===== src/rtl/rsync_pwm3_pkg.sv =====
package rsync_pwm3_pkg;
    localparam int NPH  = 3;
    localparam int SELW = $clog2(NPH + 1);

    typedef enum logic {
        ST_HALT  = 1'b0,
        ST_COUNT = 1'b1
    } run_st_t;
endpackage


===== src/rtl/rsync_pwm3_regs.sv =====
module rsync_pwm3_regs
    import rsync_pwm3_pkg::*;
#(
    parameter int W = 8
) (
    input  logic                clk,
    input  logic                rst,
    input  logic                wr_en,
    input  logic [SELW-1:0]     wr_sel,
    input  logic [W-1:0]        wr_data,
    output logic [W-1:0]        period,
    output logic [NPH-1:0][W-1:0] cmp
);
    always_ff @(posedge clk) begin
        if (rst) begin
            period <= '0;
        end else if (wr_en && wr_sel == SELW'(0)) begin
            period <= wr_data;
        end
    end

    for (genvar g = 0; g < NPH; g++) begin : g_cmp
        always_ff @(posedge clk) begin
            if (rst) begin
                cmp[g] <= '0;
            end else if (wr_en && wr_sel == SELW'(g + 1)) begin
                cmp[g] <= wr_data;
            end
        end
    end
endmodule


===== src/rtl/rsync_pwm3_seq.sv =====
module rsync_pwm3_seq
    import rsync_pwm3_pkg::*;
#(
    parameter int W = 8
) (
    input  logic         clk,
    input  logic         rst,
    input  logic         en,
    input  logic [W-1:0] period,
    output logic [W-1:0] cnt,
    output logic         run,
    output logic         tgl
);
    run_st_t state, state_nx;
    logic    wrap;

    // state register
    always_ff @(posedge clk) begin
        if (rst) state <= ST_HALT;
        else     state <= state_nx;
    end

    // transitions: GO and STOP
    always_comb begin
        state_nx = state;
        unique case (state)
            ST_HALT:  if (en)  state_nx = ST_COUNT;
            ST_COUNT: if (!en) state_nx = ST_HALT;
            default:  state_nx = ST_HALT;
        endcase
    end

    assign run  = (state == ST_COUNT);
    assign wrap = run && (cnt >= period);

    // counter and cycle marker
    always_ff @(posedge clk) begin
        if (rst) begin
            cnt <= '0;
            tgl <= 1'b0;
        end else if (wrap) begin
            cnt <= '0;
            tgl <= ~tgl;
        end else if (run) begin
            cnt <= cnt + W'(1);
        end
    end
endmodule


===== src/rtl/rsync_pwm3_phase.sv =====
module rsync_pwm3_phase #(
    parameter int W = 8
) (
    input  logic         run,
    input  logic [W-1:0] cnt,
    input  logic [W-1:0] cmp,
    output logic         hi,
    output logic         lo
);
    logic active;

    always_comb begin
        active = run && (cnt < cmp);
        hi     = active;
        lo     = ~active;
    end
endmodule


===== src/rtl/rsync_pwm3.sv =====
module rsync_pwm3
    import rsync_pwm3_pkg::*;
#(
    parameter int W = 8
) (
    input  logic            clk,
    input  logic            rst,
    input  logic            en,
    input  logic            wr_en,
    input  logic [SELW-1:0] wr_sel,
    input  logic [W-1:0]    wr_data,
    output logic [NPH-1:0]  pwm_p,
    output logic [NPH-1:0]  pwm_n,
    output logic            cyc_tgl
);
    logic [W-1:0]          period;
    logic [NPH-1:0][W-1:0] cmp;
    logic [W-1:0]          cnt;
    logic                  run;

    rsync_pwm3_regs #(.W(W)) u_regs (
        .clk(clk), .rst(rst), .wr_en(wr_en), .wr_sel(wr_sel),
        .wr_data(wr_data), .period(period), .cmp(cmp)
    );

    rsync_pwm3_seq #(.W(W)) u_seq (
        .clk(clk), .rst(rst), .en(en), .period(period),
        .cnt(cnt), .run(run), .tgl(cyc_tgl)
    );

    for (genvar g = 0; g < NPH; g++) begin : g_ph
        rsync_pwm3_phase #(.W(W)) u_ph (
            .run(run), .cnt(cnt), .cmp(cmp[g]),
            .hi(pwm_p[g]), .lo(pwm_n[g])
        );
    end
endmodule


===== config.mk =====
export PLATFORM = sky130hd
export DESIGN_NAME = rsync_pwm3
export DESIGN_NICKNAME = d
export VERILOG_FILES = /design/src/rtl/rsync_pwm3_pkg.sv /design/src/rtl/rsync_pwm3_regs.sv /design/src/rtl/rsync_pwm3_seq.sv /design/src/rtl/rsync_pwm3_phase.sv /design/src/rtl/rsync_pwm3.sv
export SDC_FILE = /design/constraint.sdc
export NUM_CORES = 1
export LEC_CHECK = 0
export BUFFER_PORTS_ARGS = -buffer_cell sky130_fd_sc_hd__buf_2
export CORE_MARGIN = 4
export CORE_UTILIZATION = 50
export CTS_BUF_LIST = sky130_fd_sc_hd__clkbuf_16
export CTS_CLUSTER_DIAMETER = 150
export DETAILED_ROUTE_END_ITERATION = 8
export PLACE_DENSITY = 0.77
export SLEW_MARGIN = 40
export SYNTH_ARGS = -nofsm -noshare
export SYNTH_HDL_FRONTEND = slang
export SYNTH_SLANG_ARGS = --single-unit

===== constraint.sdc =====
create_clock -name clk -period 4.3 [get_ports clk]
set_clock_uncertainty 0.2 [all_clocks]
set_input_delay 0.86 -clock clk [delete_from_list [all_inputs] [get_ports clk]]
set_output_delay 0.86 -clock clk [all_outputs]
set_load 0.005 [all_outputs]

Word level (Yosys, flattened, before mapping)
Index checks and enable logic that the tools add are counted.
{"block": "totals", "regBits": 42, "output_inout_bits": 7, "elab_cells": 30}
{"block": "op_classes", "muxes": 1, "addsub": 1, "magnitude_cmp": 4, "bitwise": 4, "eq_ne": 3, "reduce_logical": 10}
{"operator": "$lt 8x8->1", "count": 3}
{"operator": "$add 8x1->8 const B", "count": 1}
{"operator": "$ge 8x8->1", "count": 1}
{"operator": "$logic_and 1x1->1", "count": 8}
{"operator": "$eq 2x2->1 const B", "count": 2}
{"operator": "$not 1->1", "count": 4}
{"operator": "$eq 2x1->1 const B", "count": 1}
{"operator": "$logic_not 2->1", "count": 1}
{"operator": "$reduce_or 2->1", "count": 1}
{"operator": "$mux 1", "count": 1}

Depth between registers and ports, before layout
Gate-level depths: netlist (run 1).
{"block": "depth", "ltp_word": 3, "depth_mapped": 8}

Modules after synthesis
From an unflattened synthesis (run 1), not the netlist that was laid out.
{"block": "unflattened", "hier_cells": 256, "area_unflattened_um2": 2483.6}
{"mod": "rsync_pwm3_regs", "cells_each": 116, "area_per_inst_um2": 1285.0, "n_inst": 1, "seq_area_each_um2": 640.6}
{"mod": "rsync_pwm3_seq", "cells_each": 68, "area_per_inst_um2": 631.9, "n_inst": 1, "seq_area_each_um2": 200.2}
{"mod": "rsync_pwm3_phase", "cells_each": 24, "area_per_inst_um2": 188.9, "n_inst": 3, "seq_area_each_um2": 0.0}

Worst setup path after synthesis (run 1)
OpenSTA, ideal clock, no wires.
{"block": "synth_timing", "kind": "register to output", "from": "register u_seq.cnt[5]", "to": "output pwm_n[1]", "arrival_ns": 1.343, "path_stages_with_launch": 8, "t_required_ns": 3.240, "slack_ns": 1.897, "cell_sequence": "dfxtp_1 -> ha_1 -> a211oi_1 -> nand2_1 -> a21oi_1 -> a21o_1 -> a21oi_1 -> buf_4"}
{"block": "synth_between", "elab_chain_len": 3}
{"item": "from (decl)", "line_no": "rsync_pwm3_seq.sv:10", "source": "output logic [W-1:0] cnt,"}
{"item": "from (signal assigned)", "line_no": "rsync_pwm3_seq.sv:45", "source": "cnt <= cnt + W'(1);"}
{"item": "$lt 8x8->1", "line_no": "rsync_pwm3_phase.sv:13", "source": "active = run && (cnt < cmp);"}
{"item": "$logic_and 1x1->1", "line_no": "rsync_pwm3_phase.sv:13"}
{"item": "$not 1->1", "line_no": "rsync_pwm3_phase.sv:15", "source": "lo = ~active;"}
{"item": "to (decl)", "line_no": "rsync_pwm3.sv:13", "source": "output logic [NPH-1:0] pwm_n,"}
No other way between the ends.

Worst setup path in the final report (run 1)
{"block": "layout_timing", "from": "register u_seq.cnt[1]", "to": "output pwm_p[0]"}
{"block": "layout_between", "elab_chain_len": 2}
{"item": "$lt 8x8->1", "line_no": "rsync_pwm3_phase.sv:13"}
{"item": "$logic_and 1x1->1", "line_no": "rsync_pwm3_phase.sv:13"}
{"item": "to (decl)", "line_no": "rsync_pwm3.sv:12", "source": "output logic [NPH-1:0] pwm_p,"}
No other way between the ends.

==> impl_metrics.csv, run 1 <==
group,metric,value,unit
timing,timing.slew.headroom,0.4859,
clock_tree,ctsHoldBuffers,0,
run,cap_viol_max_count,0,
die,initial_core_util,0.5311,
timing,period_needed,2.971,ns
route,first_pass_iters,4,
timing,fin_tns_setup,0,ns
clock_tree,cts_tree,"built",
timing,maxSlewViolCount,0,
route,finalWirelength,4726,um
worst_hold_path,hold_class,"flip-flop to flip-flop",
clock_tree,cts_buffers,5,
synth,synth_seq_cells,42,
layout,areaGrowthSynthToFinish,10.88,%
place,dpl_cell_area,2486,um^2
synth,synth_async_sr_flop_share,0,
synth,synth_nets,321,
synth,synth_cells,277,
synth,synth_compound_area_frac,0.1145,
power_and_ir_drop,p_leak,1.252,nW
synth,syn_avg_cell_area,8.636,um^2
layout,antenna_cells,0,
critical_path,critical_path_peak_fanout,7,
place,io_buffers,20,
grt,grtUsageTotal,0.1712,
run_status,status,"complete, no violations",
critical_path,endpoint_kind,"output pin",
worst_hold_path,min_path_cells,2,
route,viasPerCell,5.312,
clock_tree,cts_resized,0,
die,dieArea,5955,um^2
power_and_ir_drop,total_power,922.1,uW
power_and_ir_drop,p_per_area,347.6,nW/um^2
synth,ys_seq_area_frac,0.3515,
timing,post-route-period-util,0.6908,
timing,hold_violations,0,
critical_path,cp.arrival,1.91,ns
synth,syn_area,2392,um^2
synth,synthXorXnorAreaFrac,0.01098,
layout,fin_cells,343,
critical_path,cp.required,3.24,ns
synth,synthMuxAreaShare,0.1109,
die,dieHeight,77.17,um
die,fp-row-count,24,
synth,yosysMostFrequentCell,"nor2_1",
synth,ys_top_cells_by_count,"nor2_1 (49), dfxtp_1 (42), ha_1 (30), inv_1 (30), mux2i_1 (25)",
synth,synth-edff-count,0,
critical_path,rr_worst_depth,7,
timing,setup_violations,0,
die,coreArea,4504,um^2
timing,tightest_slew,0.7711,ns
synth,synth_ff_type,"dfxtp_1",
layout,design_area,2653,um^2
route,drt_iter0_markers,60,
timing,fmax,0.3366,GHz
synth,synth_fa_ha_area_frac,0.1569,
power_and_ir_drop,peakVddDrop,308.5,uV
critical_path,startpoint_type,"flip-flop",
synth,synth_top_family_by_area,"simple AND/OR/NAND/NOR gates",
synth,synth-warning-count,0,
critical_path,critPathKind,"flip-flop to output pin",
grt,antenna_found_initial,0,
synth,synth.area.top_cells,"dfxtp_1 (35%), ha_1 (16%), mux2i_1 (10%)",
synth,yosys.area_share.simple,0.1752,
die,pin_count,21,
clock_tree,htreeDepth,2,
clock_tree,path_clk_slew,0.06,ns
clock_tree,cts_buffer_depth,2,
route,drc,0,
clock_tree,cts.root.buffer_cell,"clkbuf_16",
layout,nNetsFinal,334,
place,routabilityCongestion,0.8471,
synth,ys_types,30,
route,post_drt_wl_per_cell,13.78,um
timing,hold_slack,0.2938,ns
synth,yosysTopAreaCellShare,0.3515,
place,dp_cells,335,
clock_tree,clock_sinks,42,
grt,grt_max_degree,44,
grt,grt_pass1_wl,8190,um
place,dp_hpwl,3457,um
clock_tree,insertion_delay,0.28,ns
synth,synth_top_cell_by_area,"dfxtp_1",
route,antenna_left,0,
grt,first_global_vias,1768,
clock_tree,post_cts.repair.setup_buffers,0,
timing,rsz0062_at_grt,"no",
route,num_vias,1822,
grt,grt_overflow,0,
layout,drive_gt1_frac,0.1100,
die,chipWidth,77.17,um
## registers in the layout (all words and copies together), names as in the netlist
signal         cells
u_regs.cmp        24
u_regs.period      8
u_seq.cnt          8
u_seq.run          1
u_seq.tgl          1
## cells by family (layout without fill, tap and decap cells)
| logic type | count (synthesis) | count (layout) |
|---|---|---|
| xor gates and xnor gates | 3 | 3 |
| muxes | 26 | 26 |
| adders and majority gates | 30 | 30 |
| DFF | 42 | 42 |
| and+or+nand+nor | 89 | 89 |
| AOI/OAI and AO/OA | 42 | 42 |
| buffers and inverters | 45 | 59 |
## layout by cell type (no fill, tap or decap), types with 2 or more instances in the layout
| cell | Yosys | final |
|---|---|---|
| nand2_1 | 4 | 4 |
| ha_1 | 30 | 30 |
| nand3b_1 | 3 | 3 |
| nor2b_1 | 5 | 5 |
| o21ai_0 | 7 | 7 |
| nand2b_1 | 5 | 5 |
| a21oi_1 | 17 | 17 |
| buf_2 | 0 | 20 |
| mux2i_1 | 25 | 25 |
| clkbuf_16 | 0 | 5 |
| xnor2_1 | 2 | 2 |
| dfxtp_1 | 42 | 42 |
| inv_1 | 30 | 31 |
| nor2_1 | 49 | 49 |
| nor3_1 | 3 | 3 |
| a21boi_0 | 3 | 3 |
| o21a_1 | 3 | 3 |
| a31oi_1 | 3 | 3 |
| nand3_1 | 15 | 15 |
| a21o_1 | 6 | 6 |
## critical path: stages, from the launching register on
cell and delay (ns):
dfxtp_1 0.45, ha_1 0.27, a21boi_0 0.13, o21a_1 0.17, o21ai_0 0.35, a21o_1 0.16, buf_2 0.10
## through the flow
stage | utilization | setup slack [ns]
after floorplan | - | 1.897
after global placement | 0.5519 | 1.693
after detailed placement | 0.5519 | 1.679
after CTS | 0.5889 | 1.363
after global routing | 0.5889 | 1.231
final | 0.5889 | 1.329
## power breakdown
group	internal (mW)	switching, mW	total [mW]
clock	0.271	0.147	0.418
combinational	0.0416	0.0528	0.0944
sequential	0.402	0.00783	0.409
## layer usage
layer,track usage,share of wire
met3,0.03162,0.037
met1,0.2217,0.49
met2,0.2746,0.45
met4,0.07829,0.022
met5,0,0
## cell type report
| cell class | count | area [um^2] |
|---|---|---|
| clock buffers | 5 | 125.1 |
| clock inverters | 3 | 41.29 |
| fillers | 414 | 1852 |
| inverters | 30 | 112.6 |
| multi-input cells | 190 | 1360 |
| flip-flops and latches | 42 | 840.8 |
| well taps | 52 | 65.06 |
| repair buffers | 21 | 107.6 |
## worst paths after layout
path	from	to	slack (ns)
hold / removal	u_regs.cmp[8]$_SDFFE_PP0P_	u_regs.cmp[8]$_SDFFE_PP0P_	0.29
setup reg to reg	u_seq.cnt[0]$_SDFFE_PP0P_	u_seq.tgl$_SDFFE_PP0P_	1.78
hold reg to reg	u_regs.cmp[8]$_SDFFE_PP0P_	u_regs.cmp[8]$_SDFFE_PP0P_	0.29
setup / recovery	u_seq.cnt[1]$_SDFFE_PP0P_	pwm_p[0]	1.33
Note: power is estimated with default switching activity, not from simulation.
==> run 2, diff against run 1 <==
ABC_AREA = 1   (was unset)
PLACE_DENSITY = 0.8   (was 0.77)
clock period = 2.58 ns   (was 4.3 ns; I/O delays follow)
==> run 2 against run 1 <==
Non-clock buffer count is the same. Final cell count grew 3.8%. Worst hold slack lost 0.098 ns. Via count shrank 0.49%. Final area shrank 6.2%. First-iteration DRC count grew 67%. Count of clock-buffer cells in the layout is the same. Register-to-register slack lost 1.1 ns. Core utilization shrank 2.1 points. Global-route usage grew 0.34 points. Die area shrank 4.4%. Synthesized area shrank 4.9%. Critical endpoint is now pwm_p[1].
==> impl_metrics.csv, run 2 <==
group,metric,value,unit
synth,synth.area.top_cells,"dfxtp_1 (37%), ha_1 (16%), a21oi_1 (8.8%)",
grt,first_global_vias,1629,
die,dieArea,5695,um^2
clock_tree,ctsHoldBuffers,0,
synth,synth-edff-count,0,
synth,synth_compound_area_frac,0.1781,
synth,yosys.area_share.simple,0.1413,
layout,largest_reg_flops,24,
timing,tightest_slew,0.5393,ns
synth,synth-warning-count,0,
grt,grt_overflow,0,
timing,post-route-period-util,0.9566,
route,antenna_left,0,
clock_tree,clock_sinks,42,
synth,ys_types,25,
synth,yosysTopAreaCellShare,0.3694,
die,coreArea,4384,um^2
layout,drive_gt1_frac,0.1151,
timing,fin_tns_setup,0,ns
run_status,status,"complete, no violations",
worst_hold_path,hold_class,"input pin to flip-flop",
layout,final_common_cell,"inv_1",
route,finalWirelength,4392,um
synth,yosysMostFrequentCell,"inv_1",
route,drc,0,
route,first_pass_iters,4,
synth,synth_async_sr_flop_share,0,
grt,grtUsageTotal,0.1746,
critical_path,cp.arrival,1.75,ns
layout,utilization,0.5676,
clock_tree,cts_tree,"built",
die,pin_count,21,
synth,synthMuxAreaShare,0.004398,
place,dp_hpwl,3281,um
place,io_buffers,20,
synth,synth_fa_ha_area_frac,0.1649,
critical_path,endpoint_kind,"output pin",
run,cap_viol_max_count,0,
route,num_vias,1813,
place,post-place-ws,0.4276,ns
route,post_drt_wl_per_cell,12.34,um
die,fp-row-count,24,
timing,setup_violations,0,
timing,fin_ws,0.1120,ns
clock_tree,insertion_delay,0.28,ns
critical_path,cp.required,1.86,ns
layout,layout.cells.most_common_list,"inv_1 (48), dfxtp_1 (41), a21oi_1 (40), o21ai_0 (35), ha_1 (30)",
critical_path,startpoint_type,"flip-flop",
synth,synth_cells,290,
clock_tree,htreeDepth,2,
grt,grt_max_degree,36,
synth,ys_seq_area_frac,0.3694,
grt,antenna_found_initial,0,
grt,grt_pass1_wl,7403,um
clock_tree,cts.root.buffer_cell,"clkbuf_16",
clock_tree,cts_buffers,5,
synth,ys_top_cells_by_count,"inv_1 (46), dfxtp_1 (42), a21oi_1 (40)",
timing,hold_slack,0.1960,ns
layout,regMostFlops,"u_regs.cmp",
clock_tree,path_clk_slew,0.06,ns
clock_tree,cts_buffer_depth,2,
layout,areaGrowthSynthToFinish,9.346,%
timing,hold_violations,0,
timing,rsz0062_at_grt,"no",
timing,fmax,0.4052,GHz
power_and_ir_drop,total_power,1.439,mW
place,routabilityCongestion,0.8175,
synth,synthXorXnorAreaFrac,0.02309,
synth,synth_nets,334,
power_and_ir_drop,p_leak,1.132,nW
die,dieHeight,75.47,um
timing,period_needed,2.468,ns
timing,timing.slew.headroom,0.6395,
synth,syn_area,2276,um^2
layout,antenna_cells,0,
synth,synth_seq_cells,42,
power_and_ir_drop,p_per_area,578.1,nW/um^2
critical_path,critical_path_peak_fanout,5,
route,drt_iter0_markers,100,
die,initial_core_util,0.5191,
timing,maxSlewViolCount,0,
synth,synth_ff_type,"dfxtp_1",
layout,nNetsFinal,348,
synth,synth_top_family_by_area,"compound AO/OA/AOI/OAI gates",
critical_path,critPathKind,"flip-flop to output pin",
layout,largest_registers,"u_regs.cmp (24), u_regs.period (8), u_seq.cnt (8)",
synth,synth_top_cell_by_area,"dfxtp_1",
die,chipWidth,75.47,um
synth,syn_avg_cell_area,7.848,um^2
power_and_ir_drop,peakVddDrop,369.6,uV
route,viasPerCell,5.093,
run 2: cell families after synthesis:
kind of cell / Yosys count
mux: 1
fa+ha+maj: 30
simple gates: 71
buf+inv: 61
flops: 42
xor+xnor: 6
compound gates: 79
run 2: worst paths after layout:
check | start | end | slack, ns | cells after the start
setup reg to reg | u_seq.cnt[0]$_SDFFE_PP0P_ | u_seq.cnt[6]$_SDFFE_PP0P_ | 0.68 | 11
hold reg to reg | u_regs.cmp[16]$_SDFFE_PP0P_ | u_regs.cmp[16]$_SDFFE_PP0P_ | 0.25 | 2
setup / recovery | u_seq.cnt[7]$_SDFFE_PP0P_ | pwm_p[1] | 0.11 | 7
hold / removal | rst | u_seq.run$_SDFF_PP0_ | 0.20 | 2
run 2: area by class of cell:
cell class | count | area, um^2
Clock buffer | 5 | 125.1
Clock inverter | 2 | 7.507
Fill cell | 428 | 1896
Inverter | 47 | 176.4
Multi-Input combinational cell | 187 | 1165
Sequential cell | 42 | 842.1
Tap cell | 52 | 65.06
Timing Repair Buffer | 21 | 107.6
run 2: routing by layer:
layer	track usage	vias up	routed length (um)
met4	0.04466	0	54
met1	0.2184	802	2066
li1	-	974	-
met2	0.2895	28	2073
met3	0.05805	9	198
met5	0	-	0
run 2: power by group:
group          switching [mW]  total (mW)  internal, mW
registers              0.0143       0.693         0.679
logic                   0.103       0.165        0.0622
clock network           0.235       0.581         0.346
run 2: per-stage QoR:
stage	instance area, um^2	std cells
2_1_floorplan	2276	290
3_3_place_gp	2355	349
3_5_place_dp	2355	349
4_1_cts	2487	356
5_1_grt	2489	356
6_report	2489	356
run 2: critical path: stages (launching register included):
cell,delay [ns]
dfxtp_1,0.48
ha_1,0.31
nand2_1,0.09
nor2_1,0.05
a211oi_1,0.23
nand3_1,0.14
inv_1,0.07
buf_2,0.11
run 2: what timing repair did:
item	in CTS	in global routing
resized for setup	0	1
endpoints found under the setup margin	0	3
buffers inserted	0	0
